`config.mk`:
```
export PLATFORM = sky130hd
export DESIGN_NAME = obf_scan_segment
export DESIGN_NICKNAME = d
export VERILOG_FILES = /design/src/rtl/obf_scan_pkg.sv /design/src/rtl/obf_shift_net.sv /design/src/rtl/obf_capture_mux.sv /design/src/rtl/obf_scan_guard.sv /design/src/rtl/obf_scan_segment.sv
export SDC_FILE = /design/constraint.sdc
export NUM_CORES = 1
export LEC_CHECK = 0
export CAP_MARGIN = 20
export CORE_AREA = 2 2 39 41
export CTS_CLUSTER_SIZE = 10
export DETAILED_ROUTE_END_ITERATION = 6
export DIE_AREA = 0 0 41 43
export DONT_BUFFER_PORTS = 1
export SLEW_MARGIN = 20
export SYNTH_ARGS = -nofsm -noshare
export SYNTH_HDL_FRONTEND = slang
export SYNTH_SLANG_ARGS = --single-unit
```
`constraint.sdc`:
```
create_clock -name clk -period 1.3 [get_ports clk]
set_input_delay 0.13 -clock clk [delete_from_list [all_inputs] [get_ports clk]]
set_output_delay 0.13 -clock clk [all_outputs]
set_load 0.01 [all_outputs]
```
`src/rtl/obf_scan_pkg.sv`:
```
package obf_scan_pkg;

    typedef enum logic {
        MODE_CAPTURE = 1'b0,
        MODE_SHIFT   = 1'b1
    } seg_mode_e;

endpackage

```
`src/rtl/obf_shift_net.sv`:
```
module obf_shift_net #(
    parameter int unsigned       K         = 3,
    parameter logic [K*K-1:0]    STAGE_TAP = '0,
    parameter logic [K-1:0]      IN_INV    = '0,
    parameter logic [K-1:0]      OUT_TAP   = '0,
    parameter logic              OUT_INV   = 1'b0
) (
    input  logic [K-1:0] cur_y,
    input  logic         ser_in,
    output logic [K-1:0] shift_y,
    output logic         ser_raw
);

    // Next value of each stage along the scan path: predecessor, inverter,
    // and forward taps from strictly earlier stages only.
    always_comb begin
        for (int i = 0; i < int'(K); i++) begin
            logic acc;
            acc = (i == 0) ? ser_in : cur_y[(i == 0) ? 0 : i-1];
            acc = acc ^ IN_INV[i];
            for (int j = 0; j < int'(K); j++) begin
                if (j + 1 < i) begin
                    acc = acc ^ (STAGE_TAP[i*int'(K) + j] & cur_y[j]);
                end
            end
            shift_y[i] = acc;
        end
    end

    // Serial output: last stage, forward taps from earlier stages, inverter.
    always_comb begin
        logic acc_o;
        acc_o = cur_y[K-1] ^ OUT_INV;
        for (int j = 0; j + 1 < int'(K); j++) begin
            acc_o = acc_o ^ (OUT_TAP[j] & cur_y[j]);
        end
        ser_raw = acc_o;
    end

endmodule

```
`src/rtl/obf_capture_mux.sv`:
```
module obf_capture_mux
    import obf_scan_pkg::*;
#(
    parameter int unsigned K = 3
) (
    input  seg_mode_e    mode,
    input  logic [K-1:0] func_y,
    input  logic [K-1:0] shift_y,
    output logic [K-1:0] next_y
);

    for (genvar g = 0; g < int'(K); g++) begin : g_cell
        assign next_y[g] = (mode == MODE_SHIFT) ? shift_y[g] : func_y[g];
    end

endmodule

```
`src/rtl/obf_scan_guard.sv`:
```
module obf_scan_guard
    import obf_scan_pkg::*;
(
    input  logic      lock_q,
    input  logic      scan_req,
    input  logic      ser_raw,
    output seg_mode_e mode,
    output logic      lock_d,
    output logic      ser_out
);

    always_comb begin
        mode    = (scan_req && !lock_q) ? MODE_SHIFT : MODE_CAPTURE;
        // A locked cycle is always a capture cycle, so the lock drops after it.
        lock_d  = lock_q && (mode == MODE_SHIFT);
        ser_out = lock_q ? 1'b0 : ser_raw;
    end

endmodule

```
`src/rtl/obf_scan_segment.sv`:
```
module obf_scan_segment
    import obf_scan_pkg::*;
#(
    parameter int unsigned       K         = 3,
    parameter logic [K*K-1:0]    STAGE_TAP = (K*K)'(64),
    parameter logic [K-1:0]      IN_INV    = '0,
    parameter logic [K-1:0]      OUT_TAP   = K'(2),
    parameter logic              OUT_INV   = 1'b0
) (
    input  logic         clk,
    input  logic         rst,
    input  logic         scan_en,
    input  logic         scan_in,
    input  logic [K-1:0] func_in,
    output logic         scan_out,
    output logic [K-1:0] state_out
);

    typedef struct packed {
        logic [K-1:0] y;
        logic         locked;
    } seg_state_t;

    seg_state_t   cur_q;
    seg_state_t   nxt_d;
    logic [K-1:0] shift_y;
    logic [K-1:0] next_y;
    logic         ser_raw;
    logic         lock_d;
    logic         lock_q;
    seg_mode_e    mode;

    assign lock_q = cur_q.locked;

    obf_shift_net #(
        .K(K), .STAGE_TAP(STAGE_TAP), .IN_INV(IN_INV),
        .OUT_TAP(OUT_TAP), .OUT_INV(OUT_INV)
    ) i_net (
        .cur_y   (cur_q.y),
        .ser_in  (scan_in),
        .shift_y (shift_y),
        .ser_raw (ser_raw)
    );

    obf_scan_guard i_guard (
        .lock_q   (lock_q),
        .scan_req (scan_en),
        .ser_raw  (ser_raw),
        .mode     (mode),
        .lock_d   (lock_d),
        .ser_out  (scan_out)
    );

    obf_capture_mux #(.K(K)) i_mux (
        .mode    (mode),
        .func_y  (func_in),
        .shift_y (shift_y),
        .next_y  (next_y)
    );

    always_comb begin
        nxt_d.y      = next_y;
        nxt_d.locked = lock_d;
    end

    always_ff @(posedge clk) begin
        if (rst) begin
            cur_q.y      <= '0;
            cur_q.locked <= 1'b1;
        end else begin
            cur_q <= nxt_d;
        end
    end

    assign state_out = cur_q.y;

endmodule

```
==> results of run 1 <==
==> final cells by class <==
| cell class | instances | area share, % |
|---|---|---|
| flip-flops and latches | 4 | 38.32 |
| multi-input cells | 10 | 36.53 |
| clock buffers | 3 | 10.78 |
| well taps | 16 | 9.581 |
| repair buffers | 1 | 4.790 |
==> flip-flops by register name (all words and copies together), names as in the netlist <==
signal and cells:
state_out 3, lock_q 1
==> through the flow <==
| stage | std cells | cell area, µm² | setup WS [ns] | power, mW | hold slack [ns] |
|---|---|---|---|---|---|
| after detailed placement | 30 | 176.4 | 0.4572 | 0.1675 | 0.1581 |
| final | 34 | 209.0 | 0.2314 | 0.3159 | 0.05558 |
| after floorplan | 15 | 160.2 | 0.5153 | 0.1641 | 0.2024 |
| after global placement | 30 | 176.4 | 0.4763 | 0.1667 | 0.1581 |
| after CTS | 34 | 209.0 | 0.2040 | 0.3279 | 0.05197 |
| after global routing | 34 | 209.0 | 0.1226 | 0.3313 | 0.07054 |
==> worst max-delay path: stages, from the launching register on <==
cell and delay (ns):
dfxtp_1 0.42, xnor2_1 0.10, nor2_1 0.18
==> per-layer routing <==
metal / vias to the layer above / GRT usage [%]
met5: - / 0
met1: 49 / 1.597
li1: 53 / -
met3: 0 / 4.712
met2: 9 / 5.000
met4: 0 / 8.000
==> repair_timing <==
action | CTS | global route
setup buffers | 0 | 0
hold buffers | 1 | 0
hold endpoints to repair | 4 | 0
==> path summary, 6_finish.rpt <==
kind	slack, ns	endpoint	cells past startpoint
worst min-delay path	0.06	state_out[0]	2
worst max register to register	0.48	state_out[2]	3
worst min register to register	0.59	state_out[1]	2
worst max-delay path	0.23	scan_out	2
==> power breakdown <==
part | internal, mW | switching (mW)
combinational | 0.0151 | 0.0107
clock | 0.103 | 0.0452
sequential | 0.132 | 0.0102
total | 0.250 | 0.0661
==> layout by cell type, fill, tap and decap left out <==
cell | netlist | final
nor2_1 | 4 | 4
mux2i_1 | 3 | 3
nand2b_4 | 1 | 1
dlygate4sd3_1 | 0 | 1
dfxtp_1 | 4 | 4
xnor2_1 | 1 | 1
clkbuf_4 | 0 | 3
xor2_1 | 1 | 1
==> logic make-up after synthesis <==
logic type,share of synthesized area (%)
buffers and inverters,2.342
multiplexers,18.75
AND/OR/NAND/NOR,17.96
XOR/XNOR,10.94
flip-flops,50.00
==> results.toml, run 1 <==
[outcome]
status = "finished clean"

[cts]
clockRootBuffer = "clkbuf_4"
cts_resized = 0
max-clock-path-buffers = 2
cts_tree = "done"
clock-sinks = 4
htree_levels = 1
clkTransAtPathRegs_ns = 0.04
cts_buffers = 3
clk_latency_ns = 0.23

[logic_synthesis]
ys_seq_area_share_pct = 50.00
synth_seq_cells = 4
ys_warn_count = 0
synth_area_um2 = 160.2
avgSynthCellArea_um2 = 10.68
yosys-top-cells-count = "dfxtp_1, nor2_1, mux2i_1"
yosys.area.top_type = "dfxtp_1"
synth_cell_types = 7
synthArstFlopShare_pct = 0
synth_edf_count = 0
synth_top_area_share_pct = 50.00
synth_flop_cell = "dfxtp_1"
syn_nets = 22
synthCells = 15
netlist_top_cells_area = "dfxtp_1, mux2i_1, nor2_1"

[routing]
drtIter0Drc = 0
avgViaCountPerCell = 3.265
drt_pass1_iterations = 1
remaining_drc_errors = 0
maxUsedRoutingLayer = "met3"
wl_um = 281
met2_length_um = 141
ant_nets = 0
wirelength_met1_um = 65
wl_met3_um = 74
num_vias = 111
wl_per_cell_um = 8.265

[global_routing]
grt_antenna_before_repair = 0
grt_pass1_wl_um = 351
grt_usage_pct = 4.208
grt_max_degree = 5
grt_pass1_vias = 114
grt_remaining_overflow = 0

[critical_path]
worstPathMaxFanout = 3
crit_type = "flop to primary output"
startpoint_type = "flop"
worstPathRequired_ns = 1.17
cp.arrival_ns = 0.94
r2r_start = "state_out[1]"
cp-startpoint = "state_out[1]"
end_kind = "primary output"

[die]
die_h_um = 43
rows = 14
die_x_um = 41
core_area_mm2 = 0.001384
initial_core_util_pct = 11.57
die_area_mm2 = 0.001763
io_pins = 11

[pwr]
p_leak_nw = 0.09940
power_density_mw_per_mm2 = 1512
worst_ir_drop_vdd_uv = 157.8

[finish]
regArea_um2 = 80.08
n_antenna_cell = 0
drive_gt1_share_pct = 22.22
area_delta_synth_final_pct = 30.47
fillers = 159
final_util_pct = 15.10
multiInputGateArea_um2 = 76.32
fin_nets = 27

[worst_hold_path]
hp-class = "input pin to flop"
min-delay-start = "scan_in"

[timing]
period_minus_slack_ns = 1.069
relSlewSlack_pct = 85.49
setup_tns_ns = 0
max_freq_mhz = 935.8
worstMarginPinSlew_ns = 0.2173
rsz0062_at_grt = "false"
fin_skew_ns = 0.0005802
slew_violations = 0
setup_violations = 0
finalHoldViolCount = 0
period_share_pct = 82.20

[place]
portBuffers = 0
gp_congestion = 0.4856

[job]
maxCapViolCount = 0
(Power assumes the default switching activity.)
==> run 2, diff against run 1 <==
==> constraint.sdc (replaced) <==
create_clock -name clk -period 0.9 [get_ports clk]
set_input_delay 0.09 -clock clk [delete_from_list [all_inputs] [get_ports clk]]
set_output_delay 0.09 -clock clk [all_outputs]
set_load 0.01 [all_outputs]
==> run 2 against run 1 <==
Via count is 12% higher. Critical path depth did not move. Sequential share of layout area down 4.7 points. Combinational power grew to 2.6 times the previous value. Flip-flop and latch count unchanged. Core utilization increased by 2.9 points. Critical endpoint unchanged. Clock power grew 46%.
==> results.toml, run 2 (synthesis results as in run 1) <==
[finish]
fin_nets = 31
area_delta_synth_final_pct = 55.47
n_antenna_cell = 0
drive_gt1_share_pct = 54.55
largest_reg_flops = 3
final_cells = 38
multiInputGateArea_um2 = 78.83
fillers = 161
layout_common_cells = "mux2i_1, nor2_1, clkbuf_4, dfxtp_2, buf_4"
regArea_um2 = 83.83

[critical_path]
crit_type = "flop to primary output"
startpoint_type = "flop"
crit_slowest_cell = "dfxtp_2"
crit_chain = "xnor2_1 > nor2_2"
critPathMaxStageDelay_ns = 0.31
worstPathRequired_ns = 0.81
worstPathMaxFanout = 2
end_kind = "primary output"
cp.arrival_ns = 0.80

[global_routing]
grt_max_degree = 5
grt_pass1_wl_um = 393
grt_antenna_before_repair = 0
grt_usage_pct = 4.514
grt_pass1_vias = 124
grt_remaining_overflow = 0

[timing]
setup_tns_ns = 0
timing.hold.ws_ns = 0.02237
max_freq_mhz = 1122
rsz0062_at_grt = "true"
worstMarginPinSlew_ns = 0.1460
relSlewSlack_pct = 89.99
setup_violations = 0
period_share_pct = 99.01
slew_violations = 0
fin_skew_ns = 0.001205
finalHoldViolCount = 0
period_minus_slack_ns = 0.8910

[routing]
wl_per_cell_um = 8.263
wl_um = 314
ant_nets = 0
drtIter0Drc = 0
remaining_drc_errors = 0
drt_pass1_iterations = 1
avgViaCountPerCell = 3.263
num_vias = 124

[cts]
clock-sinks = 4
max-clock-path-buffers = 2
clkTransAtPathRegs_ns = 0.04
cts_tree = "done"
clk_latency_ns = 0.23
cts_buffers = 3
clockRootBuffer = "clkbuf_4"
htree_levels = 1

[die]
die_area_mm2 = 0.001763
rows = 14
initial_core_util_pct = 11.57
die_h_um = 43
die_x_um = 41
core_area_mm2 = 0.001384
io_pins = 11

[job]
maxCapViolCount = 0

[outcome]
status = "finished clean"

[place]
gp_congestion = 0.5122
portBuffers = 0
place_inst = 33

[pwr]
worst_ir_drop_vdd_uv = 259.3
p_leak_nw = 0.1214
power_density_mw_per_mm2 = 1934

[worst_hold_path]
hp-class = "input pin to flop"
-- run 2: final cells by class --
| type | count | area share (%) |
|---|---|---|
| Clock buffer | 3 | 9.045 |
| Sequential cell | 4 | 33.67 |
| Timing Repair Buffer | 5 | 17.59 |
| Multi-Input combinational cell | 10 | 31.66 |
| Tap cell | 16 | 8.040 |
-- run 2: layer usage --
layer  vias to the layer above  share of wire [%]  GRT usage (%)
li1                         62                  -              -
met1                        53                 27          1.923
met5                         -                  0              0
met2                         9                 52          5.625
met3                         0                 21          4.712
met4                         0                  0          8.000
-- run 2: worst max-delay path: cells and delay by family (launching register included) --
kind | cells | cell delay, ns
xor gates and xnor gates | 1 | 0.12
DFF | 1 | 0.31
and+or+nand+nor | 1 | 0.14
-- run 2: worst paths after layout --
check	start	end	slack, ns	depth (start not counted)
max	state_out[1]	scan_out	0.009	2
min	scan_in	state_out[0]	0.02	2
max reg2reg	state_out[1]	state_out[2]	0.03	4
min reg2reg	state_out[0]	state_out[2]	0.63	3
-- run 2: repair_timing --
action                                  4_1_cts  5_1_grt
endpoints found under the setup margin        1        5
buffers inserted                              1        0
cloned                                        0        0
hold endpoints to repair                      4        0
resized for setup                             4        1
pin swaps                                     1        1
hold buffers                                  1        0
-- run 2: power by group --
part           total (mW)  internal (mW)  switching (mW)
combinational      0.0667         0.0384          0.0284
clock               0.216          0.149          0.0671
sequential          0.199          0.192         0.00710
total               0.482          0.379           0.103
-- run 2: metrics by stage --
stage                     setup slack (ns)  utilization, %  cell area, µm²  total power [mW]
after floorplan                     0.1320               -           160.2            0.2370
after global placement             0.08835           14.38           198.9            0.2538
after detailed placement           0.05939           14.38           198.9            0.2545
after CTS                         -0.03343           17.90           247.7            0.4971
after global routing              -0.02987           17.99           249.0            0.5137
final                             0.008952           17.99           249.0            0.4816
==> run 3, diff against run 2 <==
==> constraint.sdc (replaced) <==
create_clock -name clk -period 1.1 [get_ports clk]
set_input_delay 0.11 -clock clk [delete_from_list [all_inputs] [get_ports clk]]
set_output_delay 0.11 -clock clk [all_outputs]
set_load 0.01 [all_outputs]
==> run 3 against run 2 <==
Register-to-register slack improved by 0.23 ns. First-iteration DRC count did not move. Largest cell class unchanged. Critical path type unchanged. Hold slack improved by 0.011 ns. Largest power group unchanged.
==> results.toml, run 3 (synthesis results as in run 1) <==
[global_routing]
grt_pass1_vias = 112
grt_remaining_overflow = 0
grt_pass1_wl_um = 331
grt_antenna_before_repair = 0
grt_max_degree = 5
grt_usage_pct = 3.811

[cts]
clockRootBuffer = "clkbuf_4"
htree_levels = 1
clock-sinks = 4
clkTransAtPathRegs_ns = 0.04
clk_latency_ns = 0.23
max-clock-path-buffers = 2
cts_buffers = 3
cts_tree = "done"

[critical_path]
crit_family = "flip-flops"
startpoint_type = "flop"
crit_buf_inv = 0
end_kind = "primary output"
worstPathMaxFanout = 3
critPathMaxStageDelay_ns = 0.43
crit_type = "flop to primary output"
worstPathRequired_ns = 0.99
crit_chain = "xnor2_1 > nor2_2"
crit_slowest_cell = "dfxtp_1"
cp.arrival_ns = 0.91

[outcome]
status = "finished clean"

[pwr]
p_leak_nw = 0.09927
power_density_mw_per_mm2 = 1780
total_power_mw = 0.3763
worst_ir_drop_vdd_uv = 198.7

[finish]
fillers = 160
fin_nets = 27
final_cells = 34
n_antenna_cell = 0
layout_commonest_cell = "dfxtp_1"
largest_reg_flops = 3
layout_common_cells = "dfxtp_1, mux2i_1, nor2_1, clkbuf_4"
area_delta_synth_final_pct = 32.03
drive_gt1_share_pct = 27.78

[timing]
slew_violations = 0
max_freq_mhz = 975.8
setup_violations = 0
worstMarginPinSlew_ns = 0.2222
fin_skew_ns = 0.001254
period_share_pct = 93.17
setup_slack_ns = 0.07516
finalHoldViolCount = 0
rsz0062_at_grt = "false"
setup_tns_ns = 0
relSlewSlack_pct = 85.16
period_minus_slack_ns = 1.025
timing.hold.ws_ns = 0.03366

[die]
die_x_um = 41
initial_core_util_pct = 11.57
die_h_um = 43
rows = 14
core_area_mm2 = 0.001384
die_area_mm2 = 0.001763
io_pins = 11

[routing]
drt_pass1_iterations = 1
remaining_drc_errors = 0
wl_um = 278
num_vias = 114
wl_per_cell_um = 8.176
ant_nets = 0
drtIter0Drc = 0
avgViaCountPerCell = 3.353

[worst_hold_path]
hp-class = "input pin to flop"

[place]
pre_cts_ws_ns = 0.2548
portBuffers = 0
place_inst = 30
gp_congestion = 0.4481

[job]
maxCapViolCount = 0
## run 3: timing repair
item,in CTS,in global routing
setup endpoints to repair,0,1
hold buffers,1,0
buffers inserted,0,0
resized for setup,0,1
hold endpoints to repair,4,0
## run 3: power breakdown
group | internal (mW) | total [mW] | switching (mW)
registers | 0.156 | 0.168 | 0.0123
logic | 0.0184 | 0.0322 | 0.0138
clock network | 0.122 | 0.176 | 0.0545
total | 0.296 | 0.376 | 0.0806
## run 3: area by class of cell
cell class / count / area (µm²) / area share, %
Sequential cell: 4 / 80.08 / 37.87
Clock buffer: 3 / 22.52 / 10.65
Tap cell: 16 / 20.02 / 9.467
Multi-Input combinational cell: 10 / 78.83 / 37.28
Timing Repair Buffer: 1 / 10.01 / 4.734
## run 3: worst register-to-register path: stages, from the launching register on
cell and delay [ns]:
dfxtp_1 0.43, xor2_1 0.10, mux2i_1 0.15, nor2_1 0.05
## run 3: metrics by stage
step | instance area [µm²] | utilization, %
after floorplan | 160.2 | -
after global placement | 176.4 | 12.75
after detailed placement | 176.4 | 12.75
after CTS | 209.0 | 15.10
after global routing | 211.5 | 15.28
final | 211.5 | 15.28
## run 3: final timing paths
kind                 from           end  slack (ns)  cells past startpoint
max reg2reg  state_out[1]  state_out[2]        0.26                      3
max          state_out[1]      scan_out        0.08                      2
min               scan_in  state_out[0]        0.03                      2
min reg2reg  state_out[0]  state_out[1]        0.59                      2
## run 3: routing by layer
metal	track usage (%)	share of wire (%)	up-vias
met4	6.000	0	0
met5	0	0	-
met3	4.712	26	0
met1	1.603	25	52
li1	-	-	53
met2	4.688	49	9
